[src/rtl/bch_code_pkg.sv]
`timescale 1ns/1ps
// Package: code constants and elaboration-time GF(2^9) helpers.
// Assumes the primitive polynomial has degree GF_M and that alpha^3 has
// GF_M distinct conjugates, which holds for GF(2^9).
package bch_code_pkg;
    localparam int GF_M = 9;
    localparam logic [GF_M:0] GF_PRIM = 10'h211;          // x^9 + x^4 + 1
    localparam int GF_ORDER = (1 << GF_M) - 1;
    localparam int DATA_W = 256;
    localparam int PAR_W = 2 * GF_M;
    localparam int CW_W = DATA_W + PAR_W;

    typedef enum logic {MODE_ENC = 1'b0, MODE_DEC = 1'b1} bch_mode_e;

    // Product of two residues modulo a monic degree-GF_M polynomial.
    function automatic logic [GF_M-1:0] mul_mod(input logic [GF_M-1:0] a,
                                                input logic [GF_M-1:0] b,
                                                input logic [GF_M:0] poly);
        logic [GF_M-1:0] acc;
        logic [GF_M-1:0] sh;
        acc = '0;
        sh = a;
        for (int k = 0; k < GF_M; k++) begin
            if (b[k]) acc = acc ^ sh;
            if (sh[GF_M-1]) sh = {sh[GF_M-2:0], 1'b0} ^ poly[GF_M-1:0];
            else            sh = {sh[GF_M-2:0], 1'b0};
        end
        return acc;
    endfunction

    // x^e modulo poly, by square and multiply over 16 exponent bits.
    function automatic logic [GF_M-1:0] pow_mod(input int e, input logic [GF_M:0] poly);
        logic [GF_M-1:0] res;
        logic [15:0] eb;
        res = 1;
        eb = 16'(e);
        for (int k = 15; k >= 0; k--) begin
            res = mul_mod(res, res, poly);
            if (eb[k]) res = mul_mod(res, GF_M'(2), poly);
        end
        return res;
    endfunction

    // Minimal polynomial of alpha^3: product of (x + beta) over its conjugates.
    function automatic logic [GF_M:0] min_poly3();
        logic [GF_M:0][GF_M-1:0] c;
        logic [GF_M-1:0] beta;
        logic [GF_M:0] out;
        int e;
        c = '0;
        c[0] = 1;
        e = 3;
        for (int j = 0; j < GF_M; j++) begin
            beta = pow_mod(e, GF_PRIM);
            for (int k = GF_M; k >= 0; k--) begin
                if (k > 0) c[k] = c[k-1] ^ mul_mod(c[k], beta, GF_PRIM);
                else       c[k] = mul_mod(c[k], beta, GF_PRIM);
            end
            e = (e * 2) % GF_ORDER;
        end
        for (int k = 0; k <= GF_M; k++) out[k] = c[k][0];
        return out;
    endfunction

    // Inverse of the map (parity mod g) -> {rem mod m3, rem mod m1}, row per parity bit.
    function automatic logic [PAR_W-1:0][PAR_W-1:0] crt_inv();
        logic [PAR_W-1:0][2*PAR_W-1:0] aug;
        logic [PAR_W-1:0][PAR_W-1:0] inv;
        logic [2*PAR_W-1:0] tmp;
        logic [GF_M:0] m3;
        logic [GF_M-1:0] c1;
        logic [GF_M-1:0] c3;
        int piv;
        m3 = min_poly3();
        aug = '0;
        for (int j = 0; j < PAR_W; j++) begin
            c1 = pow_mod(j, GF_PRIM);
            c3 = pow_mod(j, m3);
            for (int r = 0; r < GF_M; r++) begin
                aug[r][j] = c1[r];
                aug[r+GF_M][j] = c3[r];
            end
        end
        for (int r = 0; r < PAR_W; r++) aug[r][PAR_W+r] = 1'b1;
        for (int c = 0; c < PAR_W; c++) begin
            piv = c;
            for (int r = PAR_W - 1; r >= c; r--) if (aug[r][c]) piv = r;
            tmp = aug[c];
            aug[c] = aug[piv];
            aug[piv] = tmp;
            for (int r = 0; r < PAR_W; r++) if (r != c && aug[r][c]) aug[r] = aug[r] ^ aug[c];
        end
        for (int r = 0; r < PAR_W; r++) inv[r] = aug[r][2*PAR_W-1:PAR_W];
        return inv;
    endfunction
endpackage

[src/rtl/bch_rem_unit.sv]
`timescale 1ns/1ps
// Module: remainder of an NW-bit polynomial modulo a fixed monic degree-M
// polynomial, as a parallel XOR of precomputed columns x^i mod POLY.
// Assumes M equals the package field degree.
module bch_rem_unit
    import bch_code_pkg::*;
#(
    parameter int NW = CW_W,
    parameter int M = GF_M,
    parameter logic [M:0] POLY = GF_PRIM
) (
    input  logic [NW-1:0] word,
    output logic [M-1:0]  rem
);
    logic [NW-1:0][M-1:0] term;

    for (genvar i = 0; i < NW; i++) begin : g_col
        localparam logic [M-1:0] COL = pow_mod(i, POLY);
        assign term[i] = word[i] ? COL : '0;
    end

    // Sum every selected column into the remainder.
    always_comb begin
        rem = '0;
        for (int i = 0; i < NW; i++) rem = rem ^ term[i];
    end
endmodule

[src/rtl/bch_result_map.sv]
`timescale 1ns/1ps
// Module: turns the two remainders into the result of the selected mode.
// Encode: recombine into the remainder modulo m1*m3 (the check bits).
// Decode: S1 is the m1 remainder itself; S3 is the m3 remainder at alpha^3.
module bch_result_map
    import bch_code_pkg::*;
#(
    parameter int M = GF_M,
    localparam int PW = 2 * M
) (
    input  logic          mode,
    input  logic [M-1:0]  rem1,
    input  logic [M-1:0]  rem3,
    output logic [PW-1:0] res
);
    localparam logic [PW-1:0][PW-1:0] INV = crt_inv();

    logic [M-1:0][M-1:0] s3_term;
    logic [M-1:0]        s3;
    logic [PW-1:0]       parity;
    logic [PW-1:0]       rem_pair;

    assign rem_pair = {rem3, rem1};

    for (genvar k = 0; k < M; k++) begin : g_s3
        localparam logic [M-1:0] A3K = pow_mod(3 * k, GF_PRIM);
        assign s3_term[k] = rem3[k] ? A3K : '0;
    end

    for (genvar r = 0; r < PW; r++) begin : g_par
        assign parity[r] = ^(INV[r] & rem_pair);
    end

    // Evaluate the m3 remainder at alpha^3.
    always_comb begin
        s3 = '0;
        for (int k = 0; k < M; k++) s3 = s3 ^ s3_term[k];
    end

    // Pick the result of the requested mode.
    always_comb begin
        if (mode == MODE_DEC) res = {s3, rem1};
        else                  res = parity;
    end
endmodule

[src/rtl/bch_shared_codec.sv]
`timescale 1ns/1ps
// Module: top of the shared check-bit / syndrome unit. A single pair of
// remainder trees serves both modes; the result is registered one cycle
// after the request. Assumes encode and decode never share a cycle.
module bch_shared_codec
    import bch_code_pkg::*;
#(
    parameter int DW = DATA_W,
    parameter int M = GF_M,
    localparam int PW = 2 * M,
    localparam int NW = DW + PW,
    localparam logic [M:0] M3_POLY = min_poly3()
) (
    input  logic          clk,
    input  logic          rst_n,
    input  logic          in_valid,
    input  logic          in_mode,
    input  logic [NW-1:0] in_word,
    output logic          out_valid,
    output logic          out_mode,
    output logic [PW-1:0] out_res
);
    logic [NW-1:0] shared_word;
    logic [M-1:0]  rem1;
    logic [M-1:0]  rem3;
    logic [PW-1:0] res_next;

    // Encode reduces data*x^PW, so the low check-bit slots are forced to zero.
    always_comb begin
        if (in_mode == MODE_DEC) shared_word = in_word;
        else                     shared_word = {in_word[NW-1:PW], {PW{1'b0}}};
    end

    bch_rem_unit #(.NW(NW), .M(M), .POLY(GF_PRIM)) u_rem1 (
        .word(shared_word),
        .rem (rem1)
    );

    bch_rem_unit #(.NW(NW), .M(M), .POLY(M3_POLY)) u_rem3 (
        .word(shared_word),
        .rem (rem3)
    );

    bch_result_map #(.M(M)) u_map (
        .mode(in_mode),
        .rem1(rem1),
        .rem3(rem3),
        .res (res_next)
    );

    // Capture the result of an accepted request; hold it otherwise.
    always_ff @(posedge clk) begin
        if (!rst_n) begin
            out_valid <= 1'b0;
            out_mode  <= 1'b0;
            out_res   <= '0;
        end else begin
            out_valid <= in_valid;
            if (in_valid) begin
                out_mode <= in_mode;
                out_res  <= res_next;
            end
        end
    end

    AST_RESET_CLEAR: assert property (@(posedge clk)
        !rst_n |=> (!out_valid && out_res == '0));
    AST_VALID_NEXT: assert property (@(posedge clk) disable iff (!rst_n)
        in_valid |=> out_valid);
    AST_NO_EXTRA_VALID: assert property (@(posedge clk) disable iff (!rst_n)
        !in_valid |=> !out_valid);
    AST_HOLD_IDLE: assert property (@(posedge clk) disable iff (!rst_n)
        !in_valid |=> $stable(out_res));
    AST_MODE_ECHO: assert property (@(posedge clk) disable iff (!rst_n)
        in_valid |=> (out_mode == $past(in_mode)));
endmodule

[config.mk]
export PLATFORM = sky130hd
export DESIGN_NAME = bch_shared_codec
export DESIGN_NICKNAME = d
export VERILOG_FILES = /design/src/rtl/bch_code_pkg.sv /design/src/rtl/bch_rem_unit.sv /design/src/rtl/bch_result_map.sv /design/src/rtl/bch_shared_codec.sv
export SDC_FILE = /design/constraint.sdc
export NUM_CORES = 1
export LEC_CHECK = 0
export ABC_AREA = 0
export ABC_CLOCK_PERIOD_IN_PS = 5050
export CAP_MARGIN = 20
export CELL_PAD_IN_SITES_DETAIL_PLACEMENT = 0
export CELL_PAD_IN_SITES_GLOBAL_PLACEMENT = 2
export CORE_MARGIN = 2
export CORE_UTILIZATION = 25
export DETAILED_ROUTE_END_ITERATION = 10
export DONT_BUFFER_PORTS = 1
export GPL_TIMING_DRIVEN = 0
export PLACE_DENSITY = 0.53
export SKIP_LAST_GASP = 1
export SYNTH_ARGS = -nofsm -noshare
export SYNTH_HDL_FRONTEND = slang
export SYNTH_SLANG_ARGS = --single-unit
[constraint.sdc]
create_clock -name clk -period 5.05 [get_ports clk]
set_input_delay 1.01 -clock clk [delete_from_list [all_inputs] [get_ports clk]]
set_output_delay 1.01 -clock clk [all_outputs]
set_load 0.05 [all_outputs]
### After elaboration in Yosys (flattened, before gate mapping)

Index checks and enable logic that the tools add are counted.

* flip-flop bits (word level): 20
* input port bits: 278
* output and inout bits: 20
* logic and storage cells: 1117

* mux-type cells: 550
* bitwise operators: 546
* reduce and logical (&&, ||, !) cells: 18

Operators with widths (number)
* 9-bit XOR: 546
* 9-bit 2-to-1 mux: 267
* 8-bit 2-to-1 mux: 143
* 7-bit 2-to-1 mux: 73
* 18-bit parity: 18
* 6-bit 2-to-1 mux: 30
* 5-bit 2-to-1 mux: 16
* 18-bit 2-to-1 mux: 2
* 4-bit 2-to-1 mux: 9
* 3-bit 2-to-1 mux: 5
* 2-bit 2-to-1 mux: 3
* 1-bit 2-to-1 mux: 2

### Logic depth before layout (Yosys ltp)

* depth after elaboration: 285
* depth in mapped cells: 14
* depth with buffers taken out: 12

### Modules after synthesis

Synthesis repeated with hierarchy kept, for this count alone.

* cells, all modules: 1212
* area total of the unflattened synthesis: 13015.0 um^2

By module, submodules not included
* bch_rem_unit at u_rem1: times used 1, cells an instance 524, area an instance 5735.5 um^2, seq. area each 0.0 um^2
* bch_rem_unit at u_rem3: times used 1, cells an instance 520, area an instance 5637.9 um^2, seq. area each 0.0 um^2
* bch_shared_codec: times used 1, cells an instance 82, area an instance 863.3 um^2, seq. area each 400.4 um^2
* bch_result_map: times used 1, cells an instance 86, area an instance 778.2 um^2, seq. area each 0.0 um^2

### Worst setup path after synthesis

No wires, ideal clock.

* kind: input to register
* start point: input port in_word[248]
* end point: register out_res[11]
* setup time: 0.070 ns
* arrival time: 4.406 ns
* required time: 4.980 ns
* slack: 0.574 ns
* stages: 13
* buffers on the path: 1
* cell sequence: buf_2 -> xnor2_1 -> xnor3_1 -> xnor3_1 -> xnor3_1 -> xnor2_1 -> xnor3_1 -> xnor2_2 -> xnor3_1 -> xnor2_1 -> xnor2_1 -> mux2i_1 -> a21oi_1

* cells in the longest elaborated chain, start to end: 31
* elaborated cells on any way between the ends: 59
* classes of those cells: 4 x mux; 54 x bitwise; 1 x reduce/logical

Ends and longest elaborated chain
* from (decl): RTL line bch_shared_codec.sv:18 `input logic [NW-1:0] in_word,`
* 9-bit 2-to-1 mux: RTL line bch_rem_unit.sv:19 `assign term[i] = word[i] ? COL : '0;`
* 9-bit XOR (26 in a row): RTL line bch_rem_unit.sv:25 `for (int i = 0; i < NW; i++) rem = rem ^ term[i];`
* 7-bit 2-to-1 mux: RTL line bch_result_map.sv:27 `assign s3_term[k] = rem3[k] ? A3K : '0;`
* 9-bit XOR (2 in a row): RTL line bch_result_map.sv:37 `for (int k = 0; k < M; k++) s3 = s3 ^ s3_term[k];`
* 18-bit 2-to-1 mux (*): RTL line bch_result_map.sv:42 `if (mode == MODE_DEC) res = {s3, rem1};`
* to (signal assigned): RTL line bch_shared_codec.sv:61 `out_res <= res_next;`
* to (decl): RTL line bch_shared_codec.sv:21 `output logic [PW-1:0] out_res`

Mark *: on every way between the ends. The rest lies on a longest branch, timed or not.
A chain may end at the register's enable or synchronous reset.

### Worst setup path in the final report

* start point: input port in_word[161]
* end point: register out_res[0]

* cells in the longest elaborated chain, start to end: 116
* elaborated cells on any way between the ends: 230
* classes of those cells: 3 x mux; 226 x bitwise; 1 x reduce/logical

Ends and longest elaborated chain
* 9-bit 2-to-1 mux: RTL line bch_rem_unit.sv:19
* 9-bit XOR (113 in a row): RTL line bch_rem_unit.sv:25
* 18-bit parity: RTL line bch_result_map.sv:31 `assign parity[r] = ^(INV[r] & rem_pair);`
* 18-bit 2-to-1 mux (*): RTL line bch_result_map.sv:42

Marks and branches as above.

==> results.py <==
metrics = {
    "placed_design": {
        "placed_cells": 1924,
        "place_congestion": 0.995,
        "preCtsSetupSlack_ps": -903,
        "hpwl_mm": 69.8,
        "port_buffers": 0,
    },
    "clock_network": {
        "hold_buffers": 0,
        "cts.path.max_buffers": 2,
        "cts_tree": "yes",
        "cts-htree-levels": 1,
        "cts_inserted_buffers": 3,
        "cts-root-buf": "clkbuf_16",
        "cts_sinks": 20,
        "path_clk_slew_ps": 60,
        "clk_latency_ps": 250,
    },
    "drt": {
        "via_per_inst": 4.73,
        "vias": 9124,
        "final_antenna_net_count": 0,
        "postRouteWirelength_mm": 76.4,
        "wl_per_cell_um": 39.6,
        "drc": 0,
        "drt_pass1_iterations": 5,
        "first_iter_violations": 947,
    },
    "worst_setup_path": {
        "crit_fanout": 4,
        "required_ps": 5170,
        "path_class": "in -> reg",
        "cpMaxStageDelayCell": "xnor3_1",
        "worstPathCellList": "clkbuf_2, xnor2_2, xnor3_1, xnor2_1, xnor3_1, xnor2_2, xnor3_1, xnor2_4, xnor3_1, xor2_1, nor2_1, xnor2_1, a21oi_1",
        "slowest_delay_ps": 610,
        "critPathArrivalTime_ps": 5220,
        "startpoint_type": "input pin",
        "endpoint_kind": "register",
        "cp_common_cell": "xnor3_1",
    },
    "synthesis": {
        "ys_warn_count": 0,
        "syn_area_um2": 13300,
        "synth-seq-cells": 20,
        "postSynthAreaPerCell_um2": 10.8,
        "synth.distinct_cells": 28,
        "postSynthCellCount": 1235,
        "synth_fp_nets": 1513,
        "yosysSeqAreaShare": 0.0300,
    },
    "grt": {
        "first_global_vias": 9397,
        "grt_use_total": 0.271,
        "grt_max_degree": 12,
        "grt_pass1_wl_mm": 98.3,
        "antenna_found_initial": 0,
        "overflow": 0,
    },
    "job": {
        "drv_cap": 0,
    },
    "timing": {
        "min_period_ps": 5100,
        "hold_slack_ps": 729,
        "fin_crit_sh": 1.01,
        "tightestPinTransition_ps": 1070,
        "fmax_mhz": 196,
        "slew_headroom": 0.282,
        "finalClockSkew_ps": 0,
        "setup_tns_ps": -51.3,
        "hold_violations": 0,
        "layout_setup_ws_ps": -51.3,
        "setup_viol": 1,
        "drv_slew": 0,
        "rsz0062_at_grt": "true",
    },
    "layout": {
        "multi_input_comb_area_um2": 13000,
        "final_cell_mix": "650 x xnor2_1, 185 x xnor3_1, 144 x xor2_1, 46 x xnor2_2, 38 x clkbuf_1",
        "n_fill_cell": 5525,
        "antenna_cells": 0,
        "drive_gt1_frac": 0.0789,
        "instances_no_fill": 1930,
        "final_common_cell": "xnor2_1",
        "final_nets": 1521,
        "ff_latch_area_um2": 400,
        "area_growth_pct": 10.4,
    },
    "die": {
        "floorplan.initialDensity": 0.253,
        "core.rowCount": 84,
        "fp.dieW_um": 235,
        "ioPinCount": 298,
        "die_height_um": 235,
        "floorplan.die_area_um2": 55200,
        "coreArea_um2": 52700,
    },
    "run_status": {
        "violations": "negative setup slack",
        "outcome": "finished with violations",
    },
    "min_path": {
        "hold_class": "reg -> reg",
    },
}
[logic make-up after synthesis]
family                    Yosys count  synth area share
AOI/OAI and AO/OA                  32            0.0134
xor gates and xnor gates         1055             0.914
buffers and inverters              67            0.0207
DFF                                20            0.0300
muxes                               6           0.00460
and+or+nand+nor                    55            0.0168
[cells in the mapped netlist]
cell | count | share of area
xor2_1 | 148 | 0.097
xnor2_1 | 690 | 0.45
dfxtp_1 | 20 | 0.030
mux2_2 | 1 | 0.00084
xnor3_2 | 2 | 0.0036
nand2b_1 | 3 | 0.0014
nand3b_1 | 1 | 0.00056
nand2_1 | 32 | 0.0090
xnor3_1 | 189 | 0.32
xor2_2 | 1 | 0.0012
xnor2_2 | 10 | 0.012
buf_1 | 1 | 0.00028
o21ai_0 | 11 | 0.0041
nand3_1 | 1 | 0.00038
buf_2 | 14 | 0.0053
nor2_1 | 16 | 0.0045
a211oi_1 | 4 | 0.0023
buf_6 | 1 | 0.00084
o211ai_1 | 2 | 0.0011
mux2i_1 | 5 | 0.0038
inv_1 | 2 | 0.00056
a311oi_1 | 1 | 0.00066
xor3_1 | 12 | 0.021
o21ai_1 | 2 | 0.00075
xnor2_4 | 3 | 0.0062
or3_1 | 2 | 0.00094
a21oi_1 | 12 | 0.0045
clkbuf_1 | 49 | 0.014
[registers in the layout, indices dropped and copies added, names as in the netlist]
name / count
out_mode: 1
out_valid: 1
out_res: 18
[worst max-delay path: cells and delay by family]
family | cells | cell delay [ps]
xor+xnor | 10 | 3780
buf+inv | 1 | 250
compound gates | 1 | 110
simple gates | 1 | 70
[final timing paths]
| kind | slack [ps] | from | endpoint | depth (start not counted) |
|---|---|---|---|---|
| hold / removal | 730 | out_res[3]$_SDFFE_PN0P_ | out_res[3]$_SDFFE_PN0P_ | 2 |
| hold reg to reg | 730 | out_res[3]$_SDFFE_PN0P_ | out_res[3]$_SDFFE_PN0P_ | 2 |
| setup / recovery | -50 | in_word[161] | out_res[0]$_SDFFE_PN0P_ | 13 |
| setup reg to reg | 3960 | out_res[1]$_SDFFE_PN0P_ | out_res[1]$_SDFFE_PN0P_ | 2 |
[layout make-up]
class	instances	share of cell area
Timing Repair Buffer	3	0.00153
Sequential cell	20	0.0272
Multi-Input combinational cell	1148	0.887
Buffer	65	0.0194
Inverter	2	0.000510
Clock buffer	4	0.00604
Tap cell	688	0.0585
[routing by layer]
layer | part of all wire | vias up | GRT usage
li1 | - | 3928 | -
met1 | 0.40 | 4638 | 0.338
met2 | 0.48 | 467 | 0.459
met3 | 0.072 | 91 | 0.0468
met4 | 0.054 | 0 | 0.114
met5 | 0 | - | 0
[metrics by stage]
step | cell area (um^2) | util
3_5_place_dp | 14200 | 0.270
6_report | 14700 | 0.279
3_3_place_gp | 14200 | 0.270
5_1_grt | 14700 | 0.279
2_1_floorplan | 13300 | -
4_1_cts | 14500 | 0.276
[what timing repair did]
| action | in CTS | in global routing |
|---|---|---|
| pin swaps | 3 | 0 |
| cloned | 0 | 0 |
| setup buffers | 2 | 0 |
| endpoints found under the setup margin | 14 | 9 |
| resized for setup | 39 | 28 |
Power is left out: the tool's default activity adds up to more than one toggle a clock period on the data nets, which glitch-free logic cannot reach.
